$ cat config.mk
export PLATFORM = sky130hd
export DESIGN_NAME = miss_pending_file
export DESIGN_NICKNAME = d
export VERILOG_FILES = /design/src/rtl/pmf_pkg.sv /design/src/rtl/pmf_entry.sv /design/src/rtl/pmf_pick_free.sv /design/src/rtl/pmf_route.sv /design/src/rtl/miss_pending_file.sv
export SDC_FILE = /design/constraint.sdc
export NUM_CORES = 1
export LEC_CHECK = 0
export ABC_CLOCK_PERIOD_IN_PS = 4700
export BUFFER_PORTS_ARGS = -buffer_cell sky130_fd_sc_hd__buf_2
export CAP_MARGIN = 10
export CORE_UTILIZATION = 60
export CTS_CLUSTER_DIAMETER = 40
export DETAILED_ROUTE_END_ITERATION = 16
export HOLD_SLACK_MARGIN = 0.12
export PLACE_DENSITY = 0.91
export REMOVE_ABC_BUFFERS = 1
export SETUP_SLACK_MARGIN = 0.15
export SYNTH_ARGS = -nofsm -noshare
export SYNTH_HDL_FRONTEND = slang
export SYNTH_SLANG_ARGS = --single-unit
$ cat constraint.sdc
create_clock -name clk -period 4.7 [get_ports clk]
set_input_delay 0.47 -clock clk [delete_from_list [all_inputs] [get_ports clk]]
set_output_delay 0.47 -clock clk [all_outputs]
set_load 0.02 [all_outputs]
$ cat src/rtl/pmf_pkg.sv
package pmf_pkg;

   typedef enum logic [1:0] {
      RSP_NONE   = 2'd0,
      RSP_ALLOC  = 2'd1,
      RSP_MERGE  = 2'd2,
      RSP_REFUSE = 2'd3
   } rsp_kind_e;

   function automatic int idx_width(input int n);
      return (n > 1) ? $clog2(n) : 1;
   endfunction

endpackage

$ cat src/rtl/pmf_entry.sv
module pmf_entry #(
   parameter int BLK_W  = 26,
   parameter int LINE_W = 7,
   parameter int WORD_W = 3,
   parameter int DEST_W = 6
) (
   input  logic              clk,
   input  logic              rst_n,
   input  logic              set_i,
   input  logic              clr_i,
   input  logic [BLK_W-1:0]  wr_blk_i,
   input  logic [LINE_W-1:0] wr_line_i,
   input  logic [WORD_W-1:0] wr_word_i,
   input  logic [DEST_W-1:0] wr_dest_i,
   input  logic [BLK_W-1:0]  look_blk_i,
   input  logic [BLK_W-1:0]  fill_blk_i,
   output logic              valid_o,
   output logic [LINE_W-1:0] line_o,
   output logic [WORD_W-1:0] word_o,
   output logic [DEST_W-1:0] dest_o,
   output logic              look_hit_o,
   output logic              fill_hit_o
);

   logic              valid_q;
   logic [BLK_W-1:0]  blk_q;
   logic [LINE_W-1:0] line_q;
   logic [WORD_W-1:0] word_q;
   logic [DEST_W-1:0] dest_q;

   always_ff @(posedge clk) begin
      if (!rst_n) begin
         valid_q <= 1'b0;
      end else if (set_i) begin
         valid_q <= 1'b1;
      end else if (clr_i) begin
         valid_q <= 1'b0;
      end
   end

   always_ff @(posedge clk) begin
      if (!rst_n) begin
         blk_q  <= '0;
         line_q <= '0;
         word_q <= '0;
         dest_q <= '0;
      end else if (set_i) begin
         blk_q  <= wr_blk_i;
         line_q <= wr_line_i;
         word_q <= wr_word_i;
         dest_q <= wr_dest_i;
      end
   end

   assign valid_o    = valid_q;
   assign line_o     = line_q;
   assign word_o     = word_q;
   assign dest_o     = dest_q;
   assign look_hit_o = valid_q && (blk_q == look_blk_i);
   assign fill_hit_o = valid_q && (blk_q == fill_blk_i);

   // a slot is only written while it is free
   assert_set_free_R2 : assert property (@(posedge clk) disable iff (!rst_n)
      set_i |-> !valid_q);

   // only an occupied slot is released
   assert_clr_valid_R6 : assert property (@(posedge clk) disable iff (!rst_n)
      clr_i |-> valid_q);

   // a written slot holds the block on the next cycle
   assert_set_lands_R2 : assert property (@(posedge clk) disable iff (!rst_n)
      set_i |=> (valid_q && blk_q == $past(wr_blk_i)));

endmodule

$ cat src/rtl/pmf_pick_free.sv
module pmf_pick_free #(
   parameter int N     = 4,
   parameter int IDX_W = 2
) (
   input  logic [N-1:0]     free_i,
   output logic [N-1:0]     onehot_o,
   output logic [IDX_W-1:0] idx_o
);

   assign onehot_o = free_i & (~free_i + N'(1));

   always_comb begin
      idx_o = '0;
      for (int i = N - 1; i >= 0; i--) begin
         if (free_i[i]) idx_o = IDX_W'(i);
      end
   end

   // the chosen slot is a single free slot
   assert_pick_onehot_R2 : assert final ($onehot0(onehot_o) && ((onehot_o & ~free_i) == '0));

endmodule

$ cat src/rtl/pmf_route.sv
module pmf_route #(
   parameter int N      = 4,
   parameter int LINE_W = 7,
   parameter int WORD_W = 3,
   parameter int DEST_W = 6
) (
   input  logic              clk,
   input  logic              rst_n,
   input  logic              fire_i,
   input  logic [N-1:0]      sel_i,
   input  logic [LINE_W-1:0] line_i [N],
   input  logic [WORD_W-1:0] word_i [N],
   input  logic [DEST_W-1:0] dest_i [N],
   output logic              done_valid_o,
   output logic [LINE_W-1:0] done_line_o,
   output logic [WORD_W-1:0] done_word_o,
   output logic [DEST_W-1:0] done_dest_o
);

   logic [LINE_W-1:0] line_m;
   logic [WORD_W-1:0] word_m;
   logic [DEST_W-1:0] dest_m;

   always_comb begin
      line_m = '0;
      word_m = '0;
      dest_m = '0;
      for (int i = 0; i < N; i++) begin
         if (sel_i[i]) begin
            line_m = line_m | line_i[i];
            word_m = word_m | word_i[i];
            dest_m = dest_m | dest_i[i];
         end
      end
   end

   always_ff @(posedge clk) begin
      if (!rst_n) begin
         done_valid_o <= 1'b0;
         done_line_o  <= '0;
         done_word_o  <= '0;
         done_dest_o  <= '0;
      end else begin
         done_valid_o <= fire_i;
         if (fire_i) begin
            done_line_o <= line_m;
            done_word_o <= word_m;
            done_dest_o <= dest_m;
         end
      end
   end

   // the routing pulse lasts one cycle per release
   assert_done_single_R6 : assert property (@(posedge clk) disable iff (!rst_n)
      (done_valid_o && !$past(fire_i, 2)) |=> (done_valid_o == $past(fire_i)));

endmodule

$ cat src/rtl/miss_pending_file.sv
module miss_pending_file
   import pmf_pkg::*;
#(
   parameter int NUM_ENTRIES = 4,
   parameter int BLK_W       = 26,
   parameter int LINE_W      = 7,
   parameter int WORD_W      = 3,
   parameter int DEST_W      = 6,
   localparam int IDX_W      = idx_width(NUM_ENTRIES)
) (
   input  logic              clk,
   input  logic              rst_n,
   input  logic              req_valid,
   input  logic [BLK_W-1:0]  req_blk,
   input  logic [LINE_W-1:0] req_line,
   input  logic [WORD_W-1:0] req_word,
   input  logic [DEST_W-1:0] req_dest,
   output logic [1:0]        rsp_kind,
   output logic [IDX_W-1:0]  rsp_slot,
   output logic              mem_req_valid,
   output logic [BLK_W-1:0]  mem_req_blk,
   output logic [IDX_W-1:0]  mem_req_slot,
   input  logic              fill_valid,
   input  logic [BLK_W-1:0]  fill_blk,
   output logic              done_valid,
   output logic [LINE_W-1:0] done_line,
   output logic [WORD_W-1:0] done_word,
   output logic [DEST_W-1:0] done_dest,
   output logic              full
);

   generate
      if (NUM_ENTRIES < 2 || NUM_ENTRIES > 64) begin : g_bad_depth
         $error("miss_pending_file: NUM_ENTRIES must lie in 2..64");
      end
      if (BLK_W < 1 || LINE_W < 1 || WORD_W < 1 || DEST_W < 1) begin : g_bad_width
         $error("miss_pending_file: every field width must be at least 1");
      end
   endgenerate

   logic [NUM_ENTRIES-1:0] valid_vec;
   logic [NUM_ENTRIES-1:0] look_hit;
   logic [NUM_ENTRIES-1:0] fill_hit;
   logic [NUM_ENTRIES-1:0] look_eff;
   logic [NUM_ENTRIES-1:0] set_vec;
   logic [NUM_ENTRIES-1:0] clr_vec;
   logic [NUM_ENTRIES-1:0] pick_onehot;
   logic [IDX_W-1:0]       pick_idx;
   logic [IDX_W-1:0]       merge_idx;
   logic [LINE_W-1:0]      e_line [NUM_ENTRIES];
   logic [WORD_W-1:0]      e_word [NUM_ENTRIES];
   logic [DEST_W-1:0]      e_dest [NUM_ENTRIES];
   logic                   merge, alloc, refuse, release_any;
   rsp_kind_e              kind;

   generate
      for (genvar g = 0; g < NUM_ENTRIES; g++) begin : g_slot
         pmf_entry #(
            .BLK_W (BLK_W),
            .LINE_W(LINE_W),
            .WORD_W(WORD_W),
            .DEST_W(DEST_W)
         ) u_entry (
            .clk       (clk),
            .rst_n     (rst_n),
            .set_i     (set_vec[g]),
            .clr_i     (clr_vec[g]),
            .wr_blk_i  (req_blk),
            .wr_line_i (req_line),
            .wr_word_i (req_word),
            .wr_dest_i (req_dest),
            .look_blk_i(req_blk),
            .fill_blk_i(fill_blk),
            .valid_o   (valid_vec[g]),
            .line_o    (e_line[g]),
            .word_o    (e_word[g]),
            .dest_o    (e_dest[g]),
            .look_hit_o(look_hit[g]),
            .fill_hit_o(fill_hit[g])
         );
      end
   endgenerate

   pmf_pick_free #(
      .N    (NUM_ENTRIES),
      .IDX_W(IDX_W)
   ) u_pick (
      .free_i  (~valid_vec),
      .onehot_o(pick_onehot),
      .idx_o   (pick_idx)
   );

   // a slot retiring this cycle cannot absorb a new miss
   assign clr_vec     = fill_valid ? fill_hit : '0;
   assign release_any = |clr_vec;
   assign look_eff    = look_hit & ~clr_vec;

   always_comb begin
      merge_idx = '0;
      for (int i = 0; i < NUM_ENTRIES; i++) begin
         if (look_eff[i]) merge_idx = IDX_W'(i);
      end
   end

   assign full   = &valid_vec;
   assign merge  = req_valid && (|look_eff);
   assign alloc  = req_valid && !merge && !full;
   assign refuse = req_valid && !merge && full;

   assign set_vec = alloc ? pick_onehot : '0;

   always_comb begin
      if (merge)       kind = RSP_MERGE;
      else if (alloc)  kind = RSP_ALLOC;
      else if (refuse) kind = RSP_REFUSE;
      else             kind = RSP_NONE;
   end

   assign rsp_kind      = kind;
   assign rsp_slot      = merge ? merge_idx : (alloc ? pick_idx : '0);
   assign mem_req_valid = alloc;
   assign mem_req_blk   = req_blk;
   assign mem_req_slot  = pick_idx;

   pmf_route #(
      .N     (NUM_ENTRIES),
      .LINE_W(LINE_W),
      .WORD_W(WORD_W),
      .DEST_W(DEST_W)
   ) u_route (
      .clk         (clk),
      .rst_n       (rst_n),
      .fire_i      (release_any),
      .sel_i       (clr_vec),
      .line_i      (e_line),
      .word_i      (e_word),
      .dest_i      (e_dest),
      .done_valid_o(done_valid),
      .done_line_o (done_line),
      .done_word_o (done_word),
      .done_dest_o (done_dest)
   );

   // a block is never held by two slots
   assert_one_holder_R4 : assert property (@(posedge clk) disable iff (!rst_n)
      $onehot0(look_hit));

   // a merge names an occupied slot and leaves occupancy unchanged when nothing retires
   assert_merge_no_grow_R4 : assert property (@(posedge clk) disable iff (!rst_n)
      (rsp_kind == 2'd2 && !fill_valid) |=> $stable(valid_vec));

   // a refused miss leaves the table as it was
   assert_refuse_stable_R5 : assert property (@(posedge clk) disable iff (!rst_n)
      (rsp_kind == 2'd3 && !fill_valid) |=> $stable(valid_vec));

   // an issued memory read owns an occupied slot on the next cycle
   assert_alloc_owns_R2 : assert property (@(posedge clk) disable iff (!rst_n)
      mem_req_valid |=> valid_vec[$past(mem_req_slot)]);

   // a matching fill frees one slot and routes on the next cycle
   assert_fill_release_R6 : assert property (@(posedge clk) disable iff (!rst_n)
      (fill_valid && (|fill_hit) && !req_valid) |=>
         (done_valid && ($countones(valid_vec) + 1 == $past($countones(valid_vec)))));

   // an unmatched fill produces no routing pulse
   assert_stray_fill_R7 : assert property (@(posedge clk) disable iff (!rst_n)
      (fill_valid && !(|fill_hit)) |=> !done_valid);

   // no response without a miss
   assert_idle_quiet_R10 : assert property (@(posedge clk) disable iff (!rst_n)
      !req_valid |-> (rsp_kind == 2'd0 && !mem_req_valid));

endmodule

# Yosys cells after proc, flatten, opt, wreduce, memory -nomap -nowiden
# Cells that the tools add are included.
# totals
reg_bits	189
input_bits	72
out_inout_bits	51
wordCells	102
# classes
n_addsub	1
n_eq_ne	8
muxes	34
bitwise_logic	14
n_reduce_logical	21
# ops
op	count
26-bit equality test	8
7-bit 2-to-1 mux	4
6-bit 2-to-1 mux	4
2-bit 2-to-1 mux	11
7-bit bitwise OR	3
6-bit bitwise OR	3
1-bit logical AND	12
3-bit 2-to-1 mux	4
4-bit inverter	3
1-bit 2-to-1 mux	9
3-bit bitwise OR	3
4-bit bitwise AND	2
4-bit 2-to-1 mux	2
2-bit nonzero test	4
4-bit OR reduction	2
4-bit by 1-bit adder with 4-bit output (second input constant)	1
4-bit AND reduction	1
1-bit zero test	2

# Depth between registers and ports, before layout
# Gate-level depths: netlist of run 1.
# logic_depth
ltp_word	13
mapped_depth	10
depth_no_buf	7

# Cells and area by module
# From an unflattened synthesis of run 1, not the netlist that was laid out.
# unflattened
cells_unflattened	997
area_unflattened_um2	10193.5
# by_module_without_submodules
mod	instances	cells_each	area_per_inst_um2	seq_area_each_um2
pmf_entry	4	208	2177.1	860.8
pmf_route	1	94	1004.7	340.3
miss_pending_file	1	62	411.6	0.0
pmf_pick_free	1	9	68.8	0.0

# Worst setup path after synthesis of run 1
# No wires, ideal clock.
# synth_timing
path_type	input-to-output
start	input port fill_blk[21]
end	output port mem_req_valid
arrival_ps	2376
required_time_ps	4230
slack_ps	1854
stages	7
n_path_buf	0
path_cell_list	xor2_1 nor4_1 nand2_1 or4_1 a21oi_2 and4_1 and2_1
# synth_between
elab_chain_len	10
elab_cells_between_ends	16
cone_classes	eq/ne (4); mux (1); bitwise (2); reduce/logical (9)
# synth_lines
item	line_no	text
start, declared	miss_pending_file.sv:24	input logic [BLK_W-1:0] fill_blk,
26-bit equality test	pmf_entry.sv:60	assign fill_hit_o = valid_q && (blk_q == fill_blk_i);
1-bit logical AND	pmf_entry.sv:60	
4-bit 2-to-1 mux (*)	miss_pending_file.sv:94	assign clr_vec = fill_valid ? fill_hit : '0;
4-bit inverter (*)	miss_pending_file.sv:96	assign look_eff = look_hit & ~clr_vec;
4-bit bitwise AND (*)	miss_pending_file.sv:96	
4-bit OR reduction (*)	miss_pending_file.sv:106	assign merge = req_valid && (|look_eff);
1-bit logical AND (*)	miss_pending_file.sv:106	
1-bit zero test (*)	miss_pending_file.sv:107	assign alloc = req_valid && !merge && !full;
1-bit logical AND (*) (2 in series)	miss_pending_file.sv:107	
end, declared	miss_pending_file.sv:20	output logic mem_req_valid,
# Mark *: on every way between the ends. The rest lies on a longest branch, timed or not.

# Worst setup path in the final report of run 1
# layout_timing
start	register g_slot[1].u_entry.blk_q[3]
end	output port rsp_slot[1]
# layout_between
elab_chain_len	12
elab_cells_between_ends	14
cone_classes	eq/ne (2); mux (3); bitwise (2); reduce/logical (7)
# layout_lines
item	line_no	text
start, declared	pmf_entry.sv:26	logic [BLK_W-1:0] blk_q;
start signal, assigned	pmf_entry.sv:48	blk_q <= wr_blk_i;
26-bit equality test	pmf_entry.sv:60	
1-bit logical AND	pmf_entry.sv:60	
4-bit 2-to-1 mux	miss_pending_file.sv:94	
4-bit inverter	miss_pending_file.sv:96	
4-bit bitwise AND (*)	miss_pending_file.sv:96	
4-bit OR reduction (*)	miss_pending_file.sv:106	
1-bit logical AND (*)	miss_pending_file.sv:106	
1-bit zero test	miss_pending_file.sv:107	
1-bit logical AND (2 in series)	miss_pending_file.sv:107	
2-bit 2-to-1 mux	miss_pending_file.sv:120	assign rsp_slot = merge ? merge_idx : (alloc ? pick_idx : '0);
2-bit 2-to-1 mux (*)	miss_pending_file.sv:120	
end, declared	miss_pending_file.sv:19	output logic [IDX_W-1:0] rsp_slot,
# Marked as above.

==> run metrics, run 1 <==
run status=complete, no violations; Synth Cell Area=around 10000 µm²; Post-Route WL=about 27 mm; Netlist cell types=38; CP Class=flip-flop to output pin; Max Clk Rate=about 270 MHz; initial antenna violation count=0; DRT antenna net count=0; main combinational cell family by area after synthesis=XOR/XNOR gates; Post-Synth XOR/XNOR Area=0.184; unrepaired setup endpoints after global routing=false; largest net degree at the start of global routing=about 140; worst-skew pair later-pin latency=around 0.45 ns; final core utilization=0.684; CTS Root Cell=clkbuf_16; Layout area overhead=10.6%; vias in the first global route=roughly 7600; Final Wtd Congestion=approximately 1.0; DP Wirelength=~19 mm; Synth Area in Compound Gates=0.0501; Worst Path Max Fanout=20; DRT iter0 DRCs=roughly 800; proportion of layout cells with a drive suffix above 1=0.157; Post-Place Cell Area=a little over 10000 µm²; aggregate global-route resource usage=0.317; gr ovfl total=0; Clock Sinks=about 190; fin cells=between 1000 and 1500; LEAKAGE=roughly 5 nW; top-area cell type share of the netlist area=0.382; DRT Pass-1 Iters=7; Worst R2R Start=g_slot[1].u_entry.blk_q[3]; # setup viols final=0; max incr delay on CP=approximately 0.45 ns; most frequent cells in the layout=nand2_1, dfxtp_1, mux2i_1; crit path DAT=about 3.3 ns; post-synthesis sequential area ratio=0.382; largest area contributor in the netlist=dfxtp_1; Top Ports=roughly 120; Setup Buffers After CTS=0; R2R depth=9; synthesized flop and latch total=roughly 190; Avg WL per Cell=19.8 µm; Design Area, Final=about 11000 µm²; Post-Synth Adder-Cell Area=0; CP max-delay cell=nor4_1; via count=~8000; Mapped Cells=between 1000 and 1500; crit path from=g_slot[1].u_entry.blk_q[3]; core area=~16000 µm²; Clk pin slew, worst setup/hold paths=roughly 0.07 ns; residual DRC count=0; Clock Skew=approximately 0.011 ns; Max Buffers Root-to-Sink=2; top cells by area, synth=dfxtp_1, mux2i_1, xor2_1, nand2_1, xnor2_1; cts hold-fix bufs=0; final slew viol count=0; Design Power=about 3.6 mW; Hold Path Cell Cnt=3; VDD IR-drop max=~270 µV; multi-input combinational cell area=5520 µm²; PostCTS Resize Cnt=0; Least-Margin Pin Slew=just under 1 ns; PD cells=roughly 330 nW/µm²; most common cell after layout, fill and taps aside=nand2_1; H-tree levels=4; maxcap violations=0; mux contribution to synthesized area=0.170; crit start category=flip-flop; Yosys Warn Count=0; first-pass GRT wire length=between 40 and 50 mm; Hold Slack=between 0.3 and 0.4 ns; Setup Total Neg Slack=0 ns; die width=roughly 130 µm; cell chain of the critical path=xor2_1, nor4_1, nand4_1, nor4_2, buf_4, nor4b_1, or3b_2, a21oi_1, buf_2; Mean Syn Cell Area=~9.3 µm²; Final Hold Vio Count=0; port buffer count=122; die height=~130 µm; row count=46; die area=~17000 µm²; CP Capture Type=output pin; min-delay worst type=input pin to flip-flop; hold wc startpoint=req_word[1]; sequential cell area=between 3000 and 4000 µm²; initial core utilization=0.618; CTS tree=built; Post-Synth Simple-Gate Area=0.152; fin crit share=0.799; CP required=around 4.2 ns; vias per inst=roughly 6; DP Worst Slack=approximately 1.1 ns; Final Net Count=around 1200; DP Cell Count=~1300; Filler cells=~1200; Tmin final=~3.8 ns; worst setup margin=0.945 ns; Num CTS Buffers=17; Rel. slew slack=0.358
flip-flops by register name (all words and copies together), names as in the netlist, 3 cells and up:
register	count
u_route.done_word_o	3
g_slot.u_entry.dest_o	24
g_slot.u_entry.word_o	12
g_slot.u_entry.valid_o	4
g_slot.u_entry.line_o	28
u_route.done_dest_o	6
u_route.done_line_o	7
g_slot.u_entry.blk_q	104
per-layer routing:
| layer | wire length (µm) | vias to the layer above | track usage |
|---|---|---|---|
| met5 | 0 | - | 0 |
| met4 | 1070 | 0 | 0.147 |
| met3 | 2350 | 104 | 0.0961 |
| met2 | 12400 | 382 | 0.508 |
| met1 | 10900 | 3886 | 0.393 |
| li1 | - | 3674 | - |
layout make-up:
cell class              count  share of cell area
multi-input cells         771               0.505
well taps                 216              0.0247
flip-flops and latches    189               0.346
clock buffers              19              0.0405
inverters                   2            0.000686
diodes                      2            0.000458
repair buffers            137              0.0678
clock inverters            13              0.0148
final timing paths:
| check | slack, ns | to |
|---|---|---|
| max | 0.95 | rsp_slot[1] |
| min | 0.35 | g_slot[1].u_entry.word_o[1] |
| max reg2reg | 1.22 | g_slot[3].u_entry.blk_q[19] |
| min reg2reg | 0.46 | g_slot[0].u_entry.line_o[3] |
report_power, final:
| part | switching, mW | total, mW | internal, mW |
|---|---|---|---|
| combinational | 0.265 | 0.424 | 0.159 |
| clock | 0.645 | 1.50 | 0.854 |
| sequential | 0.0439 | 1.69 | 1.65 |
| total | 0.954 | 3.61 | 2.66 |
critical path: cells and delay by family, from the launching register on:
family / cells / cell delay, ns
flip-flops: 1 / 0.35
AND/OR/NAND/NOR: 5 / 1.56
XOR/XNOR: 1 / 0.18
AO/OA/AOI/OAI: 1 / 0.21
buffers and inverters: 2 / 0.52
synthesized netlist by cell type (all sizes together):
cell type  number
dfxtp         189
nor2            6
a21boi         19
a21oi           4
nand4          19
or4             3
or3b            1
xnor2          61
nand3           7
o211ai          1
nor4b           1
buf            47
and4            2
nand2b          2
mux2i         168
nor4           41
o311a           1
clkbuf         57
nand4b          1
a41oi           1
o21a            3
a22o           16
nor3            5
nand2         239
nor2b           3
or3             2
inv             2
and3            1
a221oi         16
xor2          147
and2            1
cell families (layout without fill, tap and decap cells):
family                    count (synthesis)  count (layout)
and+or+nand+nor                         334             334
xor gates and xnor gates                208             208
DFF                                     189             189
muxes                                   168             168
buffers and inverters                   106             171
AOI/OAI and AO/OA                        61              61
other                                     0               2
Power figures use the tool's default switching activity.
==> inputs of run 2 (changes only) <==
Settings changed: ABC_AREA set to 1, ABC_CLOCK_PERIOD_IN_PS 4700 to 3900, PLACE_DENSITY 0.91 to 0.9.
Clock period 4.7 ns to 3.9 ns, I/O delays scaled along.
==> run 2 against run 1 <==
- global-route usage grew 9.8 points
- final cell count grew 79%
- via count grew 65%
- largest power group unchanged
- design area grew 19%
- register-to-register slack worse by 0.42 ns
- critical endpoint unchanged
- clock-buffer cell count is 2 lower
- die area grew 21%
- hold slack worse by 0.14 ns
- critical path type unchanged
- total power is 29% higher
- routed wire length grew 58%
==> run metrics, run 2 <==
DRT antenna net count=0 (unchanged); Primary FF master, synth=dfxtp_1; worst-skew pair later-pin latency=0.46 ns (about the same); Setup Buffers After CTS=0 (unchanged); Top cell by count, worst path=nand2_1; fraction of registers with async set/reset=0 (unchanged); Commonest cells post-synth=nand2_1, nor2_1, inv_1, dfxtp_1, buf_2; Final Hold Vio Count=0 (unchanged); top-area cell type share of the netlist area=0.316 (-0.0662); CP Capture Type=output pin; final slew viol count=0 (unchanged); sequential cell area=3780 µm² (unchanged); Final Net Count=2216 (+86%); maxcap violations=0 (unchanged); H-tree levels=4 (unchanged); DRT iter0 DRCs=1418 (+77%); top cells by area, synth=dfxtp_1, nand2_1, nor2_1, inv_1, xnor2_1; DRT Pass-1 Iters=6 (-1); post-synthesis sequential area ratio=0.316 (-0.0662); min-delay worst type=input pin to flip-flop; max incr delay on CP=0.46 ns (about the same); Num CTS Buffers=17 (unchanged); Design Area, Final=13000 µm² (+19%); CTS Root Cell=clkbuf_16; Clock Skew=0.0131 ns (+0.00164 ns); port buffer count=122 (unchanged); # setup viols final=0 (unchanged); multi-input combinational cell area=6590 µm² (+19%); synthesized flop and latch total=189 (unchanged); Final Wtd Congestion=1.10 (+7.3%); vias per inst=5.47 (-8.3%); Rel. slew slack=0.381 (+0.0235); gr ovfl total=0 (unchanged); final core utilization=0.665 (-0.0189); largest area contributor in the netlist=dfxtp_1; DP Wirelength=32.3 mm (+74%); CP required=3.51 ns (-0.72 ns); Least-Margin Pin Slew=0.928 ns (-0.0352 ns); CP max-delay cell=dfxtp_1; Layout area overhead=8.48%; core area=19500 µm² (+22%); fin crit share=0.883; LEAKAGE=6.95 nW (+37%); Tmin final=approximately 3.4 ns; PostCTS Resize Cnt=0 (unchanged); unrepaired setup endpoints after global routing=false; vias in the first global route=11700 (+53%); die width=143 µm (+9.8%); Filler cells=1853 (+55%); Mean Syn Cell Area=5.65 µm² (-39%); DP Worst Slack=0.662 ns (-0.401 ns); via count=13200 (+65%); Top Ports=123 (unchanged); VDD IR-drop max=287 µV (+7.2%); Clk pin slew, worst setup/hold paths=0.08 ns (about the same); Netlist cell types=35 (-7.9%); aggregate global-route resource usage=0.415 (+0.0975); PD cells=360 nW/µm² (+8.8%); initial core utilization=0.613 (-0.00552); die height=143 µm (+9.8%); proportion of layout cells with a drive suffix above 1=0.0900 (-0.0674); row count=51 (+11%); top-count cell post-synth=nand2_1; die area=20500 µm² (+21%); Yosys Warn Count=0 (unchanged); crit start category=flip-flop; Max Buffers Root-to-Sink=2 (unchanged); Mapped Cells=2116 (+98%); Post-Place Cell Area=12400 µm² (+20%); Max Clk Rate=about 290 MHz; cts hold-fix bufs=0 (unchanged); Synth Cell Area=12000 µm² (+21%); worst path bufs/invs=2 (unchanged); run status=complete, no violations; Post-Route WL=42.2 mm (+58%); Setup Total Neg Slack=0 ns (unchanged); cell chain of the critical path=inv_1, a21oi_1, nand2_1, nor2_1, nand2_1, nor2_1, nand2_2, nand2_1, nand2_2, nor3_1, a22o_1, buf_2; worst setup margin=0.456 ns (-0.489 ns); most frequent cells in the layout=nand2_1, nor2_1, inv_1; max FFs per register=104 (unchanged); largest net degree at the start of global routing=101 (-26%); first-pass GRT wire length=63.5 mm (+57%); CTS tree=built; Clock Sinks=189 (unchanged); ant diodes=0 (-2); crit path DAT=3.05 ns (-0.23 ns); number of synthesized flops with an enable pin=0 (unchanged); Crit path max-delay family=simple AND/OR/NAND/NOR gates; CP Class=flip-flop to output pin; Avg WL per Cell=17.4 µm (-12%); Design Power=4.67 mW (+29%); Worst Path Max Fanout=5 (-75%); initial antenna violation count=0 (unchanged); Biggest register=g_slot.u_entry.blk_q; residual DRC count=0 (unchanged); most common cell after layout, fill and taps aside=nand2_1
## run 2: cells by family (layout without fill, tap and decap cells)
logic type / Yosys count / count (layout) / synth area share
compound gates: 131 / 131 / 0.0644
xor+xnor: 44 / 44 / 0.0322
buf+inv: 378 / 418 / 0.136
flops: 189 / 189 / 0.316
simple gates: 1374 / 1374 / 0.451
## run 2: layout make-up
cell class              instances  area share
multi-input cells            1549       0.508
flip-flops and latches        189       0.292
inverters                     251      0.0726
repair buffers                136      0.0563
clock buffers                  17      0.0328
well taps                     265      0.0255
clock inverters                14      0.0137
## run 2: power by group
| part | switching (mW) | leakage (nW) | internal, mW |
|---|---|---|---|
| Clock | 0.933 | 0.292 | 0.874 |
| Combinational | 0.561 | 5.12 | 0.238 |
| Sequential | 0.0570 | 1.54 | 2.00 |
## run 2: per-stage QoR
| stage | hold WS (ns) | std cells |
|---|---|---|
| 5_1_grt | 0.222 | 2421 |
| 3_3_place_gp | 0.503 | 2390 |
| 3_5_place_dp | 0.509 | 2390 |
| 6_report | 0.209 | 2421 |
| 2_1_floorplan | 0.485 | 1989 |
| 4_1_cts | 0.200 | 2421 |
## run 2: final timing paths
| kind | start | endpoint | slack, ns | cells after the start |
|---|---|---|---|---|
| setup / recovery | g_slot[0].u_entry.valid_o | rsp_slot[1] | 0.46 | 12 |
| hold / removal | req_dest[2] | g_slot[3].u_entry.dest_o[2] | 0.21 | 3 |
| setup reg to reg | g_slot[1].u_entry.blk_q[16] | g_slot[0].u_entry.blk_q[15] | 0.80 | 13 |
| hold reg to reg | g_slot[1].u_entry.dest_o[3] | g_slot[1].u_entry.dest_o[3] | 0.52 | 4 |
## run 2: tightest hold or removal path, delay by kind of cell
kind                   cells  cell delay (ns)
buffers and inverters      1             0.11
AND/OR/NAND/NOR            2             0.13
## run 2: routing by layer
metal	part of all wire	vias up	global-route usage
met5	0	-	0
met1	0.40	6011	0.531
met4	0.042	0	0.185
met2	0.46	725	0.692
met3	0.095	114	0.0577
li1	-	6392	-
